**src/rtl/cbuf_pkg.sv**
```systemverilog
package cbuf_pkg;

    typedef enum logic {
        BND_BASE  = 1'b0,
        BND_LIMIT = 1'b1
    } bnd_sel_e;

    localparam int NUM_ERR = 2;
    localparam int ERR_OVF = 0;
    localparam int ERR_UNF = 1;

    localparam int NUM_PTR = 2;
    localparam int PTR_WR  = 0;
    localparam int PTR_RD  = 1;

    typedef struct packed {
        logic unf;
        logic ovf;
    } err_flags_t;

endpackage

```
**src/rtl/cbuf_bounds.sv**
```systemverilog
module cbuf_bounds
    import cbuf_pkg::*;
#(
    parameter int             AW        = 8,
    parameter logic [AW-1:0]  RST_BASE  = '0,
    parameter logic [AW-1:0]  RST_LIMIT = '1
) (
    input  logic          clk,
    input  logic          rst,
    input  logic          run,
    input  logic          cfg_we,
    input  bnd_sel_e      cfg_sel,
    input  logic [AW-1:0] cfg_wdata,
    output logic [AW-1:0] base,
    output logic [AW-1:0] limit,
    output logic          reload,
    output logic [AW-1:0] reload_base,
    output logic [AW:0]   cap
);
    logic [AW-1:0] base_q, limit_q;

    assign reload      = cfg_we & ~run;
    assign reload_base = (cfg_sel == BND_BASE) ? cfg_wdata : base_q;
    assign base        = base_q;
    assign limit       = limit_q;
    assign cap         = {1'b0, limit_q} - {1'b0, base_q} + {{AW{1'b0}}, 1'b1};

    always_ff @(posedge clk) begin
        if (rst) begin
            base_q  <= RST_BASE;
            limit_q <= RST_LIMIT;
        end else if (reload) begin
            if (cfg_sel == BND_BASE) base_q  <= cfg_wdata;
            else                     limit_q <= cfg_wdata;
        end
    end

    // bounds hold while running
    p_bounds_frozen_r2: assert property (@(posedge clk) disable iff (rst)
        $past(run) && !$past(rst) |-> base_q == $past(base_q) && limit_q == $past(limit_q));

endmodule

```
**src/rtl/cbuf_ptr.sv**
```systemverilog
module cbuf_ptr #(
    parameter int            AW      = 8,
    parameter logic [AW-1:0] RST_VAL = '0
) (
    input  logic          clk,
    input  logic          rst,
    input  logic          load,
    input  logic [AW-1:0] load_val,
    input  logic          adv,
    input  logic [AW-1:0] lo,
    input  logic [AW-1:0] hi,
    output logic [AW-1:0] ptr
);
    logic [AW-1:0] ptr_q, ptr_step;

    assign ptr_step = (ptr_q == hi) ? lo : ptr_q + {{(AW-1){1'b0}}, 1'b1};
    assign ptr      = ptr_q;

    always_ff @(posedge clk) begin
        if (rst)       ptr_q <= RST_VAL;
        else if (load) ptr_q <= load_val;
        else if (adv)  ptr_q <= ptr_step;
    end

    // stepping off the limit lands on the base
    p_wrap_r5: assert property (@(posedge clk) disable iff (rst)
        adv && !load && ptr_q == hi |=> ptr_q == $past(lo));

    // an idle pointer stays put
    p_hold_r3: assert property (@(posedge clk) disable iff (rst)
        !adv && !load |=> $stable(ptr_q));

endmodule

```
**src/rtl/cbuf_occ.sv**
```systemverilog
module cbuf_occ #(
    parameter int AW = 8
) (
    input  logic        clk,
    input  logic        rst,
    input  logic        clear,
    input  logic        inc,
    input  logic        dec,
    input  logic [AW:0] cap,
    output logic [AW:0] level,
    output logic        full,
    output logic        empty
);
    logic [AW:0] level_q;
    localparam logic [AW:0] ONE = {{AW{1'b0}}, 1'b1};

    assign level = level_q;
    assign full  = (level_q == cap);
    assign empty = (level_q == '0);

    always_ff @(posedge clk) begin
        if (rst || clear)     level_q <= '0;
        else if (inc && !dec) level_q <= level_q + ONE;
        else if (dec && !inc) level_q <= level_q - ONE;
    end

    // occupancy never exceeds the window
    p_level_cap_r6: assert property (@(posedge clk) disable iff (rst)
        level_q <= cap);

    // concurrent fill and drain keep the level
    p_level_hold_r11: assert property (@(posedge clk) disable iff (rst)
        inc && dec && !clear |=> level_q == $past(level_q));

endmodule

```
**src/rtl/cbuf_err.sv**
```systemverilog
module cbuf_err
    import cbuf_pkg::*;
(
    input  logic               clk,
    input  logic               rst,
    input  logic [NUM_ERR-1:0] set,
    input  logic [NUM_ERR-1:0] clr,
    input  logic [NUM_ERR-1:0] en,
    output err_flags_t         flags,
    output logic               irq
);
    err_flags_t flags_q;

    assign flags = flags_q;
    assign irq   = |(flags_q & en);

    always_ff @(posedge clk) begin
        if (rst) flags_q <= '0;
        else     flags_q <= (flags_q & ~clr) | set;
    end

    // a flag survives unless its clear bit is present
    p_sticky_r9: assert property (@(posedge clk) disable iff (rst)
        flags_q.ovf && !clr[ERR_OVF] |=> flags_q.ovf);

    // a concurrent set outranks clear
    p_set_wins_r9: assert property (@(posedge clk) disable iff (rst)
        set[ERR_UNF] |=> flags_q.unf);

endmodule

```
**src/rtl/cbuf_ctrl.sv**
```systemverilog
module cbuf_ctrl
    import cbuf_pkg::*;
#(
    parameter int            AW        = 8,
    parameter logic [AW-1:0] RST_BASE  = '0,
    parameter logic [AW-1:0] RST_LIMIT = '1
) (
    input  logic          clk,
    input  logic          rst,
    input  logic          run,
    input  logic          cfg_we,
    input  logic          cfg_sel,
    input  logic [AW-1:0] cfg_wdata,
    input  logic          wr_stb,
    input  logic          rd_req,
    input  logic [1:0]    err_clr,
    input  logic [1:0]    irq_en,
    output logic          wr_accept,
    output logic          rd_grant,
    output logic          data_req,
    output logic [AW-1:0] wr_addr,
    output logic [AW-1:0] rd_addr,
    output logic [AW:0]   level,
    output logic          full,
    output logic          empty,
    output logic          err_ovf,
    output logic          err_unf,
    output logic          irq
);
    localparam logic [AW:0] ONE = {{AW{1'b0}}, 1'b1};

    logic [AW-1:0] base, limit, reload_base;
    logic          reload;
    logic [AW:0]   cap;
    logic [AW-1:0] ptr_v [NUM_PTR];
    logic [NUM_PTR-1:0] adv_v;
    logic [NUM_ERR-1:0] err_set;
    err_flags_t    flags;

    cbuf_bounds #(.AW(AW), .RST_BASE(RST_BASE), .RST_LIMIT(RST_LIMIT)) u_bounds (
        .clk(clk), .rst(rst), .run(run), .cfg_we(cfg_we),
        .cfg_sel(bnd_sel_e'(cfg_sel)), .cfg_wdata(cfg_wdata),
        .base(base), .limit(limit), .reload(reload),
        .reload_base(reload_base), .cap(cap)
    );

    assign wr_accept = run & wr_stb & ~full;
    assign rd_grant  = run & rd_req & ~empty;
    assign data_req  = run & ~full;

    assign adv_v[PTR_WR] = wr_accept;
    assign adv_v[PTR_RD] = rd_grant;

    for (genvar g = 0; g < NUM_PTR; g++) begin : g_ptr
        cbuf_ptr #(.AW(AW), .RST_VAL(RST_BASE)) u_ptr (
            .clk(clk), .rst(rst), .load(reload), .load_val(reload_base),
            .adv(adv_v[g]), .lo(base), .hi(limit), .ptr(ptr_v[g])
        );
    end

    assign wr_addr = ptr_v[PTR_WR];
    assign rd_addr = ptr_v[PTR_RD];

    cbuf_occ #(.AW(AW)) u_occ (
        .clk(clk), .rst(rst), .clear(reload), .inc(wr_accept), .dec(rd_grant),
        .cap(cap), .level(level), .full(full), .empty(empty)
    );

    assign err_set[ERR_OVF] = wr_accept & ~rd_grant & (level == cap - ONE);
    assign err_set[ERR_UNF] = rd_grant & ~wr_accept & (level == ONE);

    cbuf_err u_err (
        .clk(clk), .rst(rst), .set(err_set), .clr(err_clr), .en(irq_en),
        .flags(flags), .irq(irq)
    );

    assign err_ovf = flags.ovf;
    assign err_unf = flags.unf;

    // request withdrawn at full
    p_req_low_full_r6: assert property (@(posedge clk) disable iff (rst)
        full |-> !data_req);

    // entering full latches overflow
    p_ovf_on_full_r8: assert property (@(posedge clk) disable iff (rst)
        $rose(full) |-> err_ovf);

    // draining to empty latches underflow
    p_unf_on_empty_r8: assert property (@(posedge clk) disable iff (rst)
        $rose(empty) && $past(run) |-> err_unf);

    // running pointers stay inside the window
    p_in_window_r5: assert property (@(posedge clk) disable iff (rst)
        run && base <= limit |-> wr_addr >= base && wr_addr <= limit
                              && rd_addr >= base && rd_addr <= limit);

    // stopped block moves nothing
    p_stopped_idle_r12: assert property (@(posedge clk) disable iff (rst)
        !run && !reload |=> $stable(level));

endmodule

```
**config.mk**
```make
export PLATFORM = sky130hd
export DESIGN_NAME = cbuf_ctrl
export DESIGN_NICKNAME = d
export VERILOG_FILES = /design/src/rtl/cbuf_pkg.sv /design/src/rtl/cbuf_bounds.sv /design/src/rtl/cbuf_ptr.sv /design/src/rtl/cbuf_occ.sv /design/src/rtl/cbuf_err.sv /design/src/rtl/cbuf_ctrl.sv
export SDC_FILE = /design/constraint.sdc
export NUM_CORES = 1
export LEC_CHECK = 0
export CAP_MARGIN = 25
export CORE_ASPECT_RATIO = 0.8
export CORE_MARGIN = 2
export CORE_UTILIZATION = 55
export CTS_BUF_LIST = sky130_fd_sc_hd__clkbuf_4 sky130_fd_sc_hd__clkbuf_8
export CTS_CLUSTER_DIAMETER = 200
export DETAILED_ROUTE_END_ITERATION = 8
export PLACE_DENSITY = 0.81
export RECOVER_POWER = 25
export SYNTH_ARGS = -nofsm -noshare
export SYNTH_HDL_FRONTEND = slang
export SYNTH_SLANG_ARGS = --single-unit
```
**constraint.sdc**
```tcl
create_clock -name clk -period 7.8 [get_ports clk]
set_input_delay 1.17 -clock clk [delete_from_list [all_inputs] [get_ports clk]]
set_output_delay 1.17 -clock clk [all_outputs]
set_load 0.01 [all_outputs]
```
==> results of run 1 <==
-- report_power, final --
part           internal [mW]  total (mW)  switching, mW
Clock                 0.0664       0.153         0.0865
Sequential             0.243       0.291         0.0489
Combinational          0.204       0.439          0.235
-- layer usage --
layer	routed length (um)	up-vias	track usage, %
li1	-	1601	-
met1	4430	1618	41.7
met2	4140	168	42.9
met3	889	10	5.07
met4	76	0	6.14
met5	0	-	0
-- flip-flops by register name (all words and copies together) (netlist names) --
name,count
u_occ.level,9
g_ptr.u_ptr.ptr,16
u_err.flags,2
u_bounds.limit,8
u_bounds.base,8
-- worst max path at each step --
| stage | from | endpoint | slack, ns | depth (start not counted) |
|---|---|---|---|---|
| finish | u_bounds.limit[1] | wr_accept | 2.77 | 14 |
| global route | u_bounds.limit[1] | wr_accept | 2.55 | 14 |
| CTS | u_bounds.limit[1] | wr_accept | 2.78 | 14 |
| detailed placement | u_bounds.limit[1] | wr_accept | 3.14 | 14 |
| global placement | u_bounds.limit[1] | wr_accept | 3.25 | 14 |
| floorplan | u_bounds.limit[1] | u_occ.level[5] | 3.68 | 19 |
-- placed cells by master (no fill, tap or decap), drive strengths merged, types with 2 or more instances in the layout --
master         instances
a221oi                 2
nand4                  5
o21ai                 16
nand3b                 2
nor4                   6
buf                    2
xor2                  33
a21boi                 5
nor2                  33
clkbuf                 6
a211oi                 4
nand3                 30
mux2                   2
a21oi                 40
nand2                 47
and3                   8
a21o                   3
and4                   2
xnor2                 19
clkdlybuf4s50         36
o211ai                 8
nand2b                 5
and2                   4
a41oi                  2
dlygate4sd3           15
inv                   22
or4                    2
o31ai                  2
or3                    4
nor3                   6
mux2i                  8
dfxtp                 43
a211o                  2
ha                    23
nor2b                  5
-- layout make-up --
type                       instances  area (um2)  share of cell area [%]
clock buffer                       6        76.3                    1.89
tap                               81         101                    2.51
clock inverter                     2        12.5                   0.310
inverter                          22        82.6                    2.05
timing repair buffer              53         526                    13.0
multi-input combinational        347        2380                    58.9
sequential                        43         861                    21.3
-- worst max-delay path, stage by stage, from the launching register on --
cell	delay, ns
dfxtp_1	0.41
inv_1	0.07
ha_1	0.27
inv_1	0.06
ha_1	0.16
inv_1	0.05
fa_1	0.40
nand2b_1	0.18
a21oi_1	0.24
xor3_1	0.38
nor4_4	0.39
a41oi_1	0.20
nand2_2	0.20
inv_2	0.06
clkdlybuf4s50_1	0.47
-- through the flow --
step | instances | power (mW) | utilization, % | hold slack, ns | instance area, um2
global route | 554 | 0.937 | 67.9 | 0.499 | 4040
floorplan | 430 | 0.601 | - | 0.446 | 3390
detailed placement | 546 | 0.728 | 66.4 | 0.469 | 3950
finish | 554 | 0.883 | 67.9 | 0.489 | 4040
global placement | 546 | 0.717 | 66.4 | 0.463 | 3950
CTS | 554 | 0.878 | 67.9 | 0.488 | 4040
-- kinds of logic after synthesis --
group,after synthesis,synth area share (%)
fa+ha+maj,24,9.08
flops,43,25.4
compound gates,97,19.1
buf+inv,40,4.54
simple gates,162,23.9
xor+xnor,54,14.8
mux,10,3.25
==> impl_results.md, run 1 <==
- Largest net degree at the start of global routing: 23
- Cell row count: 25
- Predominant post-synthesis flop cell: dfxtp_1
- Fill cells: 503
- Clock Pin Slew Worst Setup and Hold Paths: 0.09 ns
- Synth cell types: 61
- Crit path DAT: 3.86 ns
- HP Start: u_bounds.base[4]
- Vias post-DR: 3397
- Pwr dens: 219 nW/um2
- PnR worst setup slack: 2.77 ns
- Worst-Skew Late Latency: 0.30 ns
- Synth warn: 0
- Share of the synthesized area in the top cell type: 25.4%
- Clock buffer depth: 2
- Vias per cell: 6.13
- Leakage power: 1.62 nW
- Top post-synthesis cells by area: dfxtp_1 25%, xor2_1 8.5%, ha_1 8.5%, a21oi_1 5.6%, nand2_1 5.1%
- Area growth from synthesis to layout: 19.0%
- Setup TNS: 0 ns
- CTS resizes: 0
- Max_cap viols: 0
- Std-Cell Core Area: 5940 um2
- Crit path kind: reg2out
- Place WS: 3.14 ns
- RR Startpoint: u_bounds.limit[1]
- Clock sink total: 43
- Vias in the first global route: 3097
- Initial antenna violation count: 0
- Avg Cell Area, Syn: 7.89 um2
- Worst hold stages: 2
- Post-route ant nets: 0
- Syn nets: 473
- Min-Delay Path Class: reg2reg
- Fin. Hold Viols: 0
- Cell count after synthesis: 430
- Outcome: completed
- Initial Utilization: 57.1%
- Postcts setup bufs: 0
- Cell taking the most area after synthesis: dfxtp_1
- DRT iter0 DRCs: 301
- Inserted Clock Buffers: 5
- Relative slew margins: 55.9%
- VDD IR max: 158 uV
- Synth cell count leaders: 46 x nand2_1, 43 x dfxtp_1, 38 x a21oi_1, 33 x xor2_1
- Fin nets: 515
- Number of enable-type register cells in the synthesized netlist: 0
- Crit Path Max Fanout: 6
- DP HPWL: 7.27 mm
- Fin crit share: 64.5%
- Die H: 74.2 um
- Antenna diodes: 0
- Reg2reg path depth: 19
- GPL Wtd Cong: 0.934
- R2r endpoint: u_occ.level[5]
- RSZ-0062 raised after global routing: false
- Clk_skew: 0.00599 ns
- Fin crit period: 5.03 ns
- Die area: 6810 um2
- WHS Endpoint: u_bounds.base[4]
- Hold_buf cts: 0
- Port Buf Inserts: 51
- CTS Root Cell: clkbuf_8
- Worst setup SP type: register
- Actual slew at the worst max-slew pin: 0.656 ns
- CTS tree: built
- Final max-slew violation count: 0
- Total Routing Usage GR: 28.1%
- Drt total wl: 9.53 mm
- Reg2Reg Setup Slack: 3.20 ns
- Avg WL per Cell: 17.2 um
- Fmax: 199 MHz
- FF+latch count, synth: 43
- Crit path required time: 6.63 ns
- Final Setup Violations: 0
- Total grt overflow: 0
- CP Capture Type: output pin
- Synth async-reset ratio: 0%
- Synthesized cell area: 3390 um2
- Global-route wire length before repair: 15.2 mm
- Drt pass-1 iters: 6
- Share of cells above drive strength 1: 5.07%
- Most frequent cell after synthesis: nand2_1
- IO Count: 52
- Sequential area share after synthesis: 25.4%
- CTS H-Tree Depth: 2
- DRC Markers: 0
- Die width: 91.8 um
(Power assumes the default switching activity.)
==> run 2, diff against run 1 <==
--- a/config.mk
+++ b/config.mk
@@ -8,11 +8,11 @@
 export CAP_MARGIN = 25
 export CORE_ASPECT_RATIO = 0.8
 export CORE_MARGIN = 2
-export CORE_UTILIZATION = 55
+export CORE_UTILIZATION = 51
 export CTS_BUF_LIST = sky130_fd_sc_hd__clkbuf_4 sky130_fd_sc_hd__clkbuf_8
 export CTS_CLUSTER_DIAMETER = 200
 export DETAILED_ROUTE_END_ITERATION = 8
-export PLACE_DENSITY = 0.81
+export PLACE_DENSITY = 0.79
 export RECOVER_POWER = 25
 export SYNTH_ARGS = -nofsm -noshare
 export SYNTH_HDL_FRONTEND = slang
==> constraint.sdc (replaced) <==
create_clock -name clk -period 4.05 [get_ports clk]
set_input_delay 0.6075 -clock clk [delete_from_list [all_inputs] [get_ports clk]]
set_output_delay 0.6075 -clock clk [all_outputs]
set_load 0.01 [all_outputs]
==> run 2 against run 1 <==
  * Non-clock buffer count is 7 higher
  * Clock skew shrank 0.00077 ns
  * Core utilization decreased by 3.3 points
==> impl_results.md, run 2 (synthesis results as in run 1) <==
- Design Area, Final: 4140 um2
- Pwr dens: 431 nW/um2
- Vias post-DR: 3419
- Outcome: completed
- Crit path launch: u_bounds.limit[1]
- Setup TNS: 0 ns
- Commonest non-fill, non-tap cell in the layout: nand2_1
- Worst setup SP type: register
- Vias per cell: 6.06
- Relative slew margins: 58.5%
- Cell row count: 26
- Crit Path Max Fanout: 7
- CP cell instances: inv_1 -> ha_1 -> inv_1 -> ha_1 -> inv_1 -> fa_1 -> xor2_1 -> nand3_1 -> nor4_4 -> a41oi_2 -> clkdlybuf4s50_1
- Share of cells above drive strength 1: 7.29%
- Reg2Reg Setup Slack: 0.25 ns
- Antenna diodes: 0
- Leakage power: 1.72 nW
- Max FFs per register: 16
- Die width: 95.2 um
- Peak per-stage delay on the critical path: 0.63 ns
- CTS tree: built
- Combinational power share: 49.0%
- Actual slew at the worst max-slew pin: 0.622 ns
- Crit path required time: 3.44 ns
- Crit path kind: reg2out
- Post-route ant nets: 0
- P_int: 1.06 mW
- IO Count: 52
- Fin. Hold Viols: 0
- Initial antenna violation count: 0
- Reg power frac: 31.3%
- Max_cap viols: 0
- DRT iter0 DRCs: 260
- Clock sink total: 43
- Final Setup Violations: 0
- Delay-heaviest family, CP: adder cells
- Fin crit period: 3.88 ns
- CTS Root Cell: clkbuf_8
- DRC Markers: 0
- Area growth from synthesis to layout: 22.0%
- Total grt overflow: 0
- DP HPWL: 7.32 mm
- Crit path DAT: 3.27 ns
- CTS H-Tree Depth: 2
- Switching power: 723 uW
- Reg2reg path depth: 18
- Fmax: 258 MHz
- Min-Delay Path Class: reg2reg
- Initial Utilization: 52.9%
- Most numerous cell on the critical path: inv_1
- VDD IR max: 317 uV
- Most frequent cells in the layout: 46 x nand2_1, 43 x dfxtp_1, 36 x a21oi_1
- Final max-slew violation count: 0
- Worst path slowest cell: fa_1
- WP depth: 11
- Final core utilization: 64.5%
- Largest net degree at the start of global routing: 23
- Fin crit share: 95.8%
- Clock buffer depth: 2
- Die area: 7320 um2
- R2r endpoint: u_occ.level[5]
- Hold_buf cts: 0
- Worst-Skew Late Latency: 0.30 ns
- Drt total wl: 9.49 mm
- Clk_skew: 0.00522 ns
- RR Startpoint: u_bounds.limit[1]
- Switching share of power: 40.6%
- Global-route wire length before repair: 15.2 mm
- Buf/Inv on CP: 4
- Vias in the first global route: 2999
- Die H: 76.9 um
- CP Capture Type: output pin
- Fin nets: 522
- Std-Cell Core Area: 6410 um2
- Port Buf Inserts: 51
- Clk pwr share: 19.8%
- Inserted Clock Buffers: 5
- Total Routing Usage GR: 26.4%
- GPL Wtd Cong: 0.979
- Area after DPL: 4000 um2
- Drt pass-1 iters: 5
- Critical Path End: data_req
- Avg WL per Cell: 16.8 um
- Clock Pin Slew Worst Setup and Hold Paths: 0.09 ns
-- run 2: cell count changes in the layout (fill, tap and decap cells not counted), sizes merged --
cell	delta
clkdlybuf4s50	-5
clkinvlp	-1
clkbuf	-1
bufinv	+1
dlygate4sd3	+3
dlymetal6s2s	+2
buf	+7
clkinv	+1
-- run 2: per-layer routing --
layer,track usage (%),wire [um],vias up
li1,-,-,1613
met1,40.4,4560,1632
met2,39.2,4030,168
met3,3.93,842,6
met4,5.22,56,0
met5,0,0,-
-- run 2: repair_timing --
item | 4_1_cts | 5_1_grt
setup endpoints to repair | 2 | 7
pin swaps | 1 | 1
setup buffers | 0 | 2
resized for setup | 0 | 2
-- run 2: how the worst min path moves through the flow --
stage / end / cells past startpoint / slack, ns / startpoint
final: u_bounds.base[0] / 2 / 0.48 / u_bounds.base[0]
after global routing: u_bounds.base[4] / 2 / 0.51 / u_bounds.base[4]
after CTS: u_bounds.base[0] / 2 / 0.48 / u_bounds.base[0]
after detailed placement: u_bounds.base[0] / 2 / 0.47 / u_bounds.base[0]
after global placement: u_bounds.base[0] / 2 / 0.46 / u_bounds.base[0]
after floorplan: u_bounds.base[0] / 2 / 0.45 / u_bounds.base[0]
-- run 2: cell type report --
type / instances / area, um2
clock buffer: 5 / 68.8
clock inverter: 3 / 43.8
fill: 573 / 2270
inverter: 22 / 82.6
multi-input combinational: 347 / 2390
sequential: 43 / 861
tap: 84 / 105
timing repair buffer: 60 / 583
-- run 2: worst register-to-register path, delay by kind of cell (launching register included) --
family / cells / cell delay [ns]
adders and majority gates: 4 / 1.23
and+or+nand+nor: 5 / 1.10
AOI/OAI and AO/OA: 3 / 0.49
DFF: 1 / 0.34
xor gates and xnor gates: 2 / 0.32
buffers and inverters: 4 / 0.20
-- run 2: power by group through the flow --
stage	registers [mW]	logic (mW)	clock network [mW]
2_1_floorplan	0.540	0.628	0
3_3_place_gp	0.563	0.828	0
3_5_place_dp	0.565	0.854	0
4_1_cts	0.556	0.859	0.354
5_1_grt	0.567	0.950	0.377
6_report	0.557	0.872	0.352
-- run 2: through the flow --
step / cells / worst slack [ns] / hold slack (ns) / power [mW]
6_report: 564 / 0.169 / 0.476 / 1.78
5_1_grt: 564 / -0.00142 / 0.507 / 1.89
4_1_cts: 562 / 0.0153 / 0.479 / 1.77
3_5_place_dp: 554 / 0.127 / 0.466 / 1.42
3_3_place_gp: 554 / 0.226 / 0.461 / 1.39
2_1_floorplan: 430 / 0.124 / 0.446 / 1.17
